--- src/rtl/addr_latch_pkg.sv ---
package addr_latch_pkg;
  typedef enum logic [1:0] {
    MODE_WRITE  = 2'd0,
    MODE_HOLD   = 2'd1,
    MODE_DECODE = 2'd2,
    MODE_CLEAR  = 2'd3
  } mode_e;
endpackage

--- src/rtl/latch_mode_dec.sv ---
module latch_mode_dec
  import addr_latch_pkg::*;
(
  input  logic  we_n,
  input  logic  clr_n,
  output mode_e mode
);
  // The two active-low controls select one of four modes.
  always_comb begin
    case ({clr_n, we_n})
      2'b10:   mode = MODE_WRITE;
      2'b11:   mode = MODE_HOLD;
      2'b00:   mode = MODE_DECODE;
      default: mode = MODE_CLEAR;
    endcase
  end
endmodule

--- src/rtl/latch_sel_dec.sv ---
module latch_sel_dec #(
  parameter int NBITS = 8,
  parameter int AW    = 3
) (
  input  logic [AW-1:0]    sel,
  output logic [NBITS-1:0] hot
);
  // One-hot decode of the binary select; bit g is set when sel == g.
  for (genvar g = 0; g < NBITS; g++) begin : g_hot
    localparam logic [AW-1:0] IDX = AW'(g);
    assign hot[g] = (sel == IDX);
  end
endmodule

--- src/rtl/latch_cell_bank.sv ---
module latch_cell_bank
  import addr_latch_pkg::*;
#(
  parameter int NBITS = 8
) (
  input  logic             clk,
  input  logic             rst,
  input  mode_e            mode,
  input  logic [NBITS-1:0] hot,
  input  logic             din,
  output logic [NBITS-1:0] q
);
  // One register per storage cell; each cell only looks at its own select line.
  for (genvar g = 0; g < NBITS; g++) begin : g_cell
    logic cell_r;
    always_ff @(posedge clk) begin
      if (rst) begin
        cell_r <= 1'b0;
      end else begin
        case (mode)
          MODE_WRITE:  if (hot[g]) cell_r <= din;
          MODE_DECODE: cell_r <= hot[g] & din;
          MODE_CLEAR:  cell_r <= 1'b0;
          default:     cell_r <= cell_r;
        endcase
      end
    end
    assign q[g] = cell_r;
  end

  AST_RST_CLEARS: assert property (@(posedge clk) rst |=> (q == '0));
  AST_WRITE_ONLY_SEL: assert property (@(posedge clk) disable iff (rst)
    (mode == MODE_WRITE) |=> ((($past(q) ^ q) & ~$past(hot)) == '0));
  AST_WRITE_TAKES_DIN: assert property (@(posedge clk) disable iff (rst)
    (mode == MODE_WRITE) |=> ((q & $past(hot)) == ($past(din) ? $past(hot) : '0)));
  AST_HOLD_STABLE: assert property (@(posedge clk) disable iff (rst)
    (mode == MODE_HOLD) |=> $stable(q));
  AST_DECODE_ONEHOT: assert property (@(posedge clk) disable iff (rst)
    (mode == MODE_DECODE) |=> (q == ($past(din) ? $past(hot) : '0)));
  AST_CLEAR_ZERO: assert property (@(posedge clk) disable iff (rst)
    (mode == MODE_CLEAR) |=> (q == '0));
  AST_DECODE_HELD: assert property (@(posedge clk) disable iff (rst)
    (mode == MODE_HOLD && $past(mode) == MODE_DECODE) |=> ($countones(q) <= 1));
endmodule

--- src/rtl/addr_latch_bank.sv ---
module addr_latch_bank
  import addr_latch_pkg::*;
#(
  parameter int NBITS = 8,
  localparam int AW   = (NBITS > 1) ? $clog2(NBITS) : 1
) (
  input  logic             clk,
  input  logic             rst,
  input  logic             din,
  input  logic [AW-1:0]    sel,
  input  logic             we_n,
  input  logic             clr_n,
  output logic [NBITS-1:0] q
);
  mode_e            mode;
  logic [NBITS-1:0] hot;

  latch_mode_dec u_mode (
    .we_n  (we_n),
    .clr_n (clr_n),
    .mode  (mode)
  );

  latch_sel_dec #(.NBITS(NBITS), .AW(AW)) u_sel (
    .sel (sel),
    .hot (hot)
  );

  latch_cell_bank #(.NBITS(NBITS)) u_bank (
    .clk  (clk),
    .rst  (rst),
    .mode (mode),
    .hot  (hot),
    .din  (din),
    .q    (q)
  );
endmodule

--- config.mk ---
export PLATFORM = sky130hd
export DESIGN_NAME = addr_latch_bank
export DESIGN_NICKNAME = d
export VERILOG_FILES = /design/src/rtl/addr_latch_pkg.sv /design/src/rtl/latch_mode_dec.sv /design/src/rtl/latch_sel_dec.sv /design/src/rtl/latch_cell_bank.sv /design/src/rtl/addr_latch_bank.sv
export SDC_FILE = /design/constraint.sdc
export NUM_CORES = 1
export LEC_CHECK = 0
export BUFFER_PORTS_ARGS = -buffer_cell sky130_fd_sc_hd__buf_2
export CAP_MARGIN = 20
export CORE_AREA = 3 3 40 42
export CTS_CLUSTER_DIAMETER = 100
export DETAILED_ROUTE_END_ITERATION = 7
export DIE_AREA = 0 0 43 45
export GPL_TIMING_DRIVEN = 0
export PLACE_DENSITY = 0.72
export SLEW_MARGIN = 20
export SYNTH_ARGS = -nofsm -noshare
export SYNTH_HDL_FRONTEND = slang
export SYNTH_SLANG_ARGS = --single-unit
--- constraint.sdc ---
create_clock -name clk -period 0.8 [get_ports clk]
set_input_delay 0.08 -clock clk [delete_from_list [all_inputs] [get_ports clk]]
set_output_delay 0.08 -clock clk [all_outputs]
set_load 0.1 [all_outputs]
==> Word level (Yosys, flattened, before mapping) <==
Index checks and enable logic that the tools add are counted.
{ "word_totals": {"elab_cells": 64, "out_inout_bits": 8, "ff_bits": 8, "inputBits": 8} }
{ "op_classes": {"n_eq_ne": 19, "n_reduce_logical": 12, "n_bitwise": 8, "n_mux": 17} }
{ "ops": {"columns": ["cell", "n"], "rows": [
  ["$pmux 1 s3", 8],
  ["$ne 2x1->1 const B", 8],
  ["$reduce_and 2->1", 8],
  ["$eq 3x3->1 const B", 4],
  ["$and 1x1->1", 8],
  ["$eq 2x2->1 const B", 4],
  ["$mux 1", 8],
  ["$eq 3x2->1 const B", 2],
  ["$pmux 2 s3", 1],
  ["$logic_not 2->1", 2],
  ["$eq 3x1->1 const B", 1],
  ["$logic_not 3->1", 1],
  ["$reduce_bool 3->1", 1]
]} }

==> Longest topological paths before layout <==
Gate-level depths: netlist of run 1.
{ "logic_depth": {"ltp_word": 5, "ltp_mapped": 3, "mapped_depth_nobuf": 2} }

==> By module <==
From an unflattened synthesis of run 1, not the netlist that was laid out.
{ "hier_totals": {"hier_cells": 59, "hier_area_um2": 521.8} }
{ "modules_own_cells": {"columns": ["module", "cells_per_inst", "seq_area_each_um2", "n_inst", "area_per_inst_um2"], "rows": [
  ["latch_cell_bank", 49, 160.2, 1, 449.2],
  ["latch_sel_dec", 8, 0.0, 1, 65.1],
  ["latch_mode_dec", 2, 0.0, 1, 7.5]
]} }

==> Worst setup path before layout of run 1 <==
No wires, ideal clock.
{ "synth_path": {"path_type": "in2reg", "startpoint": "in sel[1]", "endpoint": "reg u_bank.g_cell[1].cell_r", "setup_slack_ps": 114, "arrival_time_ps": 614, "t_required_ps": 728, "path_buffers": 0, "cell_stages": 2, "setup_time_ps": 72, "path_cell_list": "nor4b_1 -> mux2i_1"} }
{ "synth_between": {"elab_chain_cells": 3, "word_cells_on_any_way": 5, "cone_classes": "eq/ne: 2; mux: 1; bitwise: 1; reduce/logical: 1"} }
{ "synth_rtl": {"columns": ["item", "line_no", "source"], "rows": [
  ["start: declaration", "addr_latch_bank.sv:10", "input logic [AW-1:0] sel,"],
  ["$eq 3x1->1 (*)", "latch_sel_dec.sv:11", "assign hot[g] = (sel == IDX);"],
  ["$and 1x1->1 / $ne 2x1->1 (equally long branches)", null, null],
  ["$pmux 1 s3 / $reduce_and 2->1 (equally long branches)", null, null],
  ["end signal: assignment", "latch_cell_bank.sv:21", "MODE_WRITE: if (hot[g]) cell_r <= din;"],
  ["end signal: assignment", "latch_cell_bank.sv:22", "MODE_DECODE: cell_r <= hot[g] & din;"],
  ["end signal: assignment", "latch_cell_bank.sv:24", "default: cell_r <= cell_r;"],
  ["end: declaration", "latch_cell_bank.sv:15", "logic cell_r;"]
]} }
Every way passes the cells marked *; elsewhere a longest branch is shown, timed or not.
A chain may end at the register's enable or synchronous reset.

==> Worst setup path after layout of run 1 <==
{ "layout_path": {"startpoint": "reg u_bank.g_cell[7].cell_r", "endpoint": "out q[7]"} }
{ "layout_rtl": {"columns": ["item", "line_no", "source"], "rows": [
  ["start: declaration", "latch_cell_bank.sv:15", null],
  ["start signal: assignment", "latch_cell_bank.sv:21", null],
  ["start signal: assignment", "latch_cell_bank.sv:22", null],
  ["start signal: assignment", "latch_cell_bank.sv:24", null],
  ["end: declaration", "addr_latch_bank.sv:13", "output logic [NBITS-1:0] q"]
]} }
No word-level cell between the ends.

==> results of run 1 <==
[worst max path at each step]
stage	endpoint	slack (ns)	cells after the start
after floorplan	u_bank.g_cell[1].cell_r	0.11	2
after global placement	q[4]	-0.10	2
after detailed placement	q[1]	-0.11	2
final	q[7]	-0.07	1
after CTS	q[4]	-0.07	1
after global routing	q[7]	-0.10	1
[cell usage in the layout, fill, tap and decap left out, types with 2 or more instances in the layout]
master,instances
buf_12,8
dfxtp_2,6
buf_2,6
mux2i_1,8
nand3b_1,8
and4bb_2,2
nor4b_1,3
dfxtp_4,2
buf_4,3
clkbuf_4,3
buf_6,2
[power breakdown]
group / leakage [uW] / switching [uW] / total (uW) / internal [uW]
sequential: 0.0000692 / 6.58 / 406 / 399
clock: 0.0000138 / 149 / 321 / 173
combinational: 0.000180 / 89.3 / 155 / 65.2
[cell families after synthesis]
kind of cell | Yosys count | synth area share
muxes | 8 | 0.176
buffers and inverters | 10 | 0.152
and+or+nand+nor | 17 | 0.320
DFF | 8 | 0.353
[cell type report]
type | count | area (um^2)
sequential | 8 | 175
buffer | 2 | 8.76
fill | 117 | 599
clock buffer | 3 | 22.5
timing repair buffer | 19 | 235
tap | 15 | 18.8
multi-input combinational | 25 | 225
[metrics by stage]
stage               instances  setup slack [ns]
global route               72            -0.102
CTS                        71           -0.0716
global placement           72            -0.102
finish                     72           -0.0736
detailed placement         72            -0.106
floorplan                  43             0.114
[repair_timing]
| action | 4_1_cts | 5_1_grt |
|---|---|---|
| resized for setup | 40 | 4 |
| gates cloned | 0 | 0 |
| setup endpoints to repair | 8 | 10 |
| setup buffers | 4 | 1 |
[per-layer routing]
metal / track usage / routed length, um / up-vias
met2: 0.159 / 480 / 19
met5: 0 / 0 / -
met3: 0.0279 / 55 / 2
li1: - / - / 181
met1: 0.160 / 462 / 168
met4: 0.0723 / 17 / 0
==> reports/results.tsv, run 1 <==
metric	value	unit
drtAntennaViolNets	0	
synth_cell_types	12	
crit_buf_inv	1	
viasPerCell	5.14	
end_kind	output pin	
coreArea	1280	um^2
die_h	45	um
die-area	1940	um^2
regMostFlops	u_bank.g_cell.cell_r	
gp_congestion	0.616	
synth_commonest_cells	buf_4, dfxtp_1, mux2i_1, nand3b_1, nor4b_1	
period_minus_slack	0.874	ns
leakagePower	0.000263	uW
path_class	flop to output pin	
ys_warn_count	0	
routed_wl	1.02	mm
cts_made_buffers	3	
antenna_cells	0	
slew_violations	0	
grt_pass1_wl	1.61	mm
finalSetupViolCount	8	
whs	0.196	ns
syn_avg_cell_area	10.6	um^2
clock.fmax	1.14	GHz
drc	0	
largest_reg_flops	8	
crit_arrival	0.79	ns
reg2reg_to	u_bank.g_cell[7].cell_r	
ys_seq_area_frac	0.353	
wl_per_cell	14.1	um
p_total	882	uW
cpPeakStageDelay	0.37	ns
r2r_cells	3	
synth_edf_count	0	
power_density	1290	nW/um^2
syn_to_final_growth	51.0	%
syn_nets	51	
fin_util	0.534	
holdPathStages	3	
setup-tns-final	-0.518	ns
ys.flop_type	dfxtp_1	
synthCells	43	
drt_iter0_drc	8	
clk_path_buf_depth	2	
holdCritStartpoint	rst	
synth_top_area_share	0.353	
grt_pass1_vias	350	
start_kind	flop	
syn_area	454	um^2
grt_overflow_total	0	
vias	370	
min_delay_worst_endpoint	u_bank.g_cell[3].cell_r	
grt_max_degree	10	
top_regs	u_bank.g_cell.cell_r (8)	
clock_latency	0.25	ns
violations	negative setup slack	
reg2reg_from	u_bank.g_cell[7].cell_r	
tritoncts	yes	
cts_hold_buffers	0	
ir_drop	0.690	mV
portBuffers	14	
synth-seq-cells	8	
drt_pass1_iterations	4	
max-slew-margin-rel	0.759	
htreeDepth	1	
path_cells	buf_12	
slowest_stage	dfxtp_4	
crit_required	0.72	ns
num_rows	13	
hold_path.class	input port to flop	
final_nets	67	
clock-root-buffer	clkbuf_4	
synthTopCellsByArea	dfxtp_1, mux2i_1, buf_4	
path_delay_family	flip-flops	
yosysTopAreaCell	dfxtp_1	
skew	0	ns
drive_above_1_share	0.579	
crit_fanout	2	
synthArstFlopShare	0	
ios	16	
hold_viol	0	
status	finished, violations left	
rsz0062_at_grt	yes	
cts.sinks	8	
post_dp_cell_area	543	um^2
fin_crit_sh	1.09	
setup_ws	-0.0736	ns
die_w	43	um
regToRegSetupSlack	0.03	ns
startpoint	u_bank.g_cell[7].cell_r	
fin_area	686	um^2
antenna_found_initial	0	
maxCapViolations	0	
groute.usage.overall	0.115	
start_util	0.353	
worst_slew_pin_slew	0.361	ns
path_clk_slew	0.06	ns
No activity file was read; power rests on OpenSTA's default activity.
==> inputs of run 2 (changes only) <==
--- a/config.mk
+++ b/config.mk
@@ -12,7 +12,6 @@
 export DETAILED_ROUTE_END_ITERATION = 7
 export DIE_AREA = 0 0 43 45
 export GPL_TIMING_DRIVEN = 0
-export PLACE_DENSITY = 0.72
 export SLEW_MARGIN = 20
 export SYNTH_ARGS = -nofsm -noshare
 export SYNTH_HDL_FRONTEND = slang
==> reports/results.tsv, run 2 (same netlist as run 1, synthesis figures left out) <==
metric	value	unit
routed_wl	859	um
crit_buf_inv	1	
num_rows	13	
final_nets	62	
portBuffers	14	
crit_required	0.72	ns
cts_made_buffers	3	
ff_latch_area	170	um^2
path_class	flop to output pin	
vias	341	
holdCritStartpoint	we_n	
reg2reg_from	u_bank.g_cell[7].cell_r	
clock_latency	0.25	ns
wl_per_cell	12.8	um
start_kind	flop	
reg2reg_to	u_bank.g_cell[7].cell_r	
path_cells	buf_12	
slew_violations	0	
grt_max_degree	10	
htreeDepth	1	
grt_pass1_vias	327	
drc	0	
path_delay_family	flip-flops	
p_switching	225	uW
drtAntennaViolNets	0	
fin_crit_sh	1.08	
end_kind	output pin	
start_util	0.353	
worst_slew_pin_slew	0.360	ns
ios	16	
die_h	45	um
nFillCells	121	
finalSetupViolCount	8	
regToRegSetupSlack	0.15	ns
die_w	43	um
groute.usage.overall	0.0942	
multi_input_area	225	um^2
largest_reg_flops	8	
leakagePower	0.000234	uW
syn_to_final_growth	39.9	%
min_delay_worst_endpoint	u_bank.g_cell[1].cell_r	
period_minus_slack	0.860	ns
internal_power	637	uW
antenna_found_initial	0	
fin_area	636	um^2
holdPathStages	3	
crit_arrival	0.78	ns
r2r_cells	2	
p_comb_frac	0.170	
fin_util	0.495	
maxCapViolations	0	
slowest_stage	dfxtp_2	
crit_fanout	2	
coreArea	1280	um^2
clkPwrFrac	0.352	
cts.sinks	8	
grt_pass1_wl	1.32	mm
swShare	0.261	
hold_path.class	input port to flop	
grt_overflow_total	0	
status	finished, violations left	
power_density	1360	nW/um^2
skew	0	ns
path_clk_slew	0.06	ns
seq_power_share	0.478	
post_dp_cell_area	543	um^2
gp_congestion	0.671	
viasPerCell	5.09	
whs	0.197	ns
cpPeakStageDelay	0.35	ns
violations	negative setup slack	
final_cells	67	
drt_pass1_iterations	4	
hold_viol	0	
rsz0062_at_grt	yes	
top_regs	u_bank.g_cell.cell_r (8)	
placed_cells	72	
setup-tns-final	-0.427	ns
max-slew-margin-rel	0.760	
mostFrequentLayoutCells	nand3b_1, mux2i_1, buf_12, dfxtp_2, buf_2	
clk_path_buf_depth	2	
regMostFlops	u_bank.g_cell.cell_r	
tritoncts	yes	
clock.fmax	1.16	GHz
antenna_cells	0	
post_cts_buffers	0	
drive_above_1_share	0.538	
setup_ws	-0.0604	ns
ir_drop	0.628	mV
die-area	1940	um^2
clock-root-buffer	clkbuf_4	
drt_iter0_drc	6	
## run 2: changes by cell type in the layout (fill, tap and decap cells not counted), sizes merged
cell  change
buf       -5
## run 2: cell type report
type | count | share of cell area
buffer | 2 | 0.0138
tap | 15 | 0.0295
sequential | 8 | 0.268
multi-input combinational | 25 | 0.354
clock buffer | 3 | 0.0354
timing repair buffer | 14 | 0.299
## run 2: layer usage
| metal | vias up | wire [um] | global-route usage |
|---|---|---|---|
| met3 | 0 | 35 | 0.0120 |
| met2 | 10 | 399 | 0.126 |
| li1 | 172 | - | - |
| met4 | 0 | 0 | 0.0904 |
| met1 | 159 | 423 | 0.128 |
| met5 | - | 0 | 0 |
## run 2: power by group through the flow
stage	Combinational (uW)	Clock, uW	Sequential, uW
global placement	136	0	416
CTS	148	321	412
finish	147	304	412
detailed placement	137	0	416
global route	156	335	412
floorplan	93.1	0	415
## run 2: how the worst max path moves through the flow
stage / start / end / slack (ns) / cells after the start
finish: u_bank.g_cell[4].cell_r / q[4] / -0.06 / 1
global route: u_bank.g_cell[4].cell_r / q[4] / -0.08 / 1
global placement: sel[0] / u_bank.g_cell[4].cell_r / -0.11 / 3
detailed placement: u_bank.g_cell[2].cell_r / q[2] / -0.11 / 2
floorplan: sel[1] / u_bank.g_cell[1].cell_r / 0.11 / 2
CTS: u_bank.g_cell[4].cell_r / q[4] / -0.07 / 1
## run 2: repair_timing
action                     4_1_cts  5_1_grt
hold buffers                     0        0
setup endpoints to repair        8        8
gates resized for setup         40        0
## run 2: metrics by stage
| stage | setup slack [ns] | total power, uW |
|---|---|---|
| 5_1_grt | -0.0821 | 903 |
| 4_1_cts | -0.0692 | 880 |
| 2_1_floorplan | 0.114 | 508 |
| 3_5_place_dp | -0.109 | 553 |
| 3_3_place_gp | -0.114 | 552 |
| 6_report | -0.0604 | 862 |
## run 2: worst min-delay path: cells and delay by family
| family | cells | cell delay [ns] |
|---|---|---|
| buffers and inverters | 1 | 0.14 |
| multiplexers | 1 | 0.11 |
| AND/OR/NAND/NOR | 1 | 0.07 |
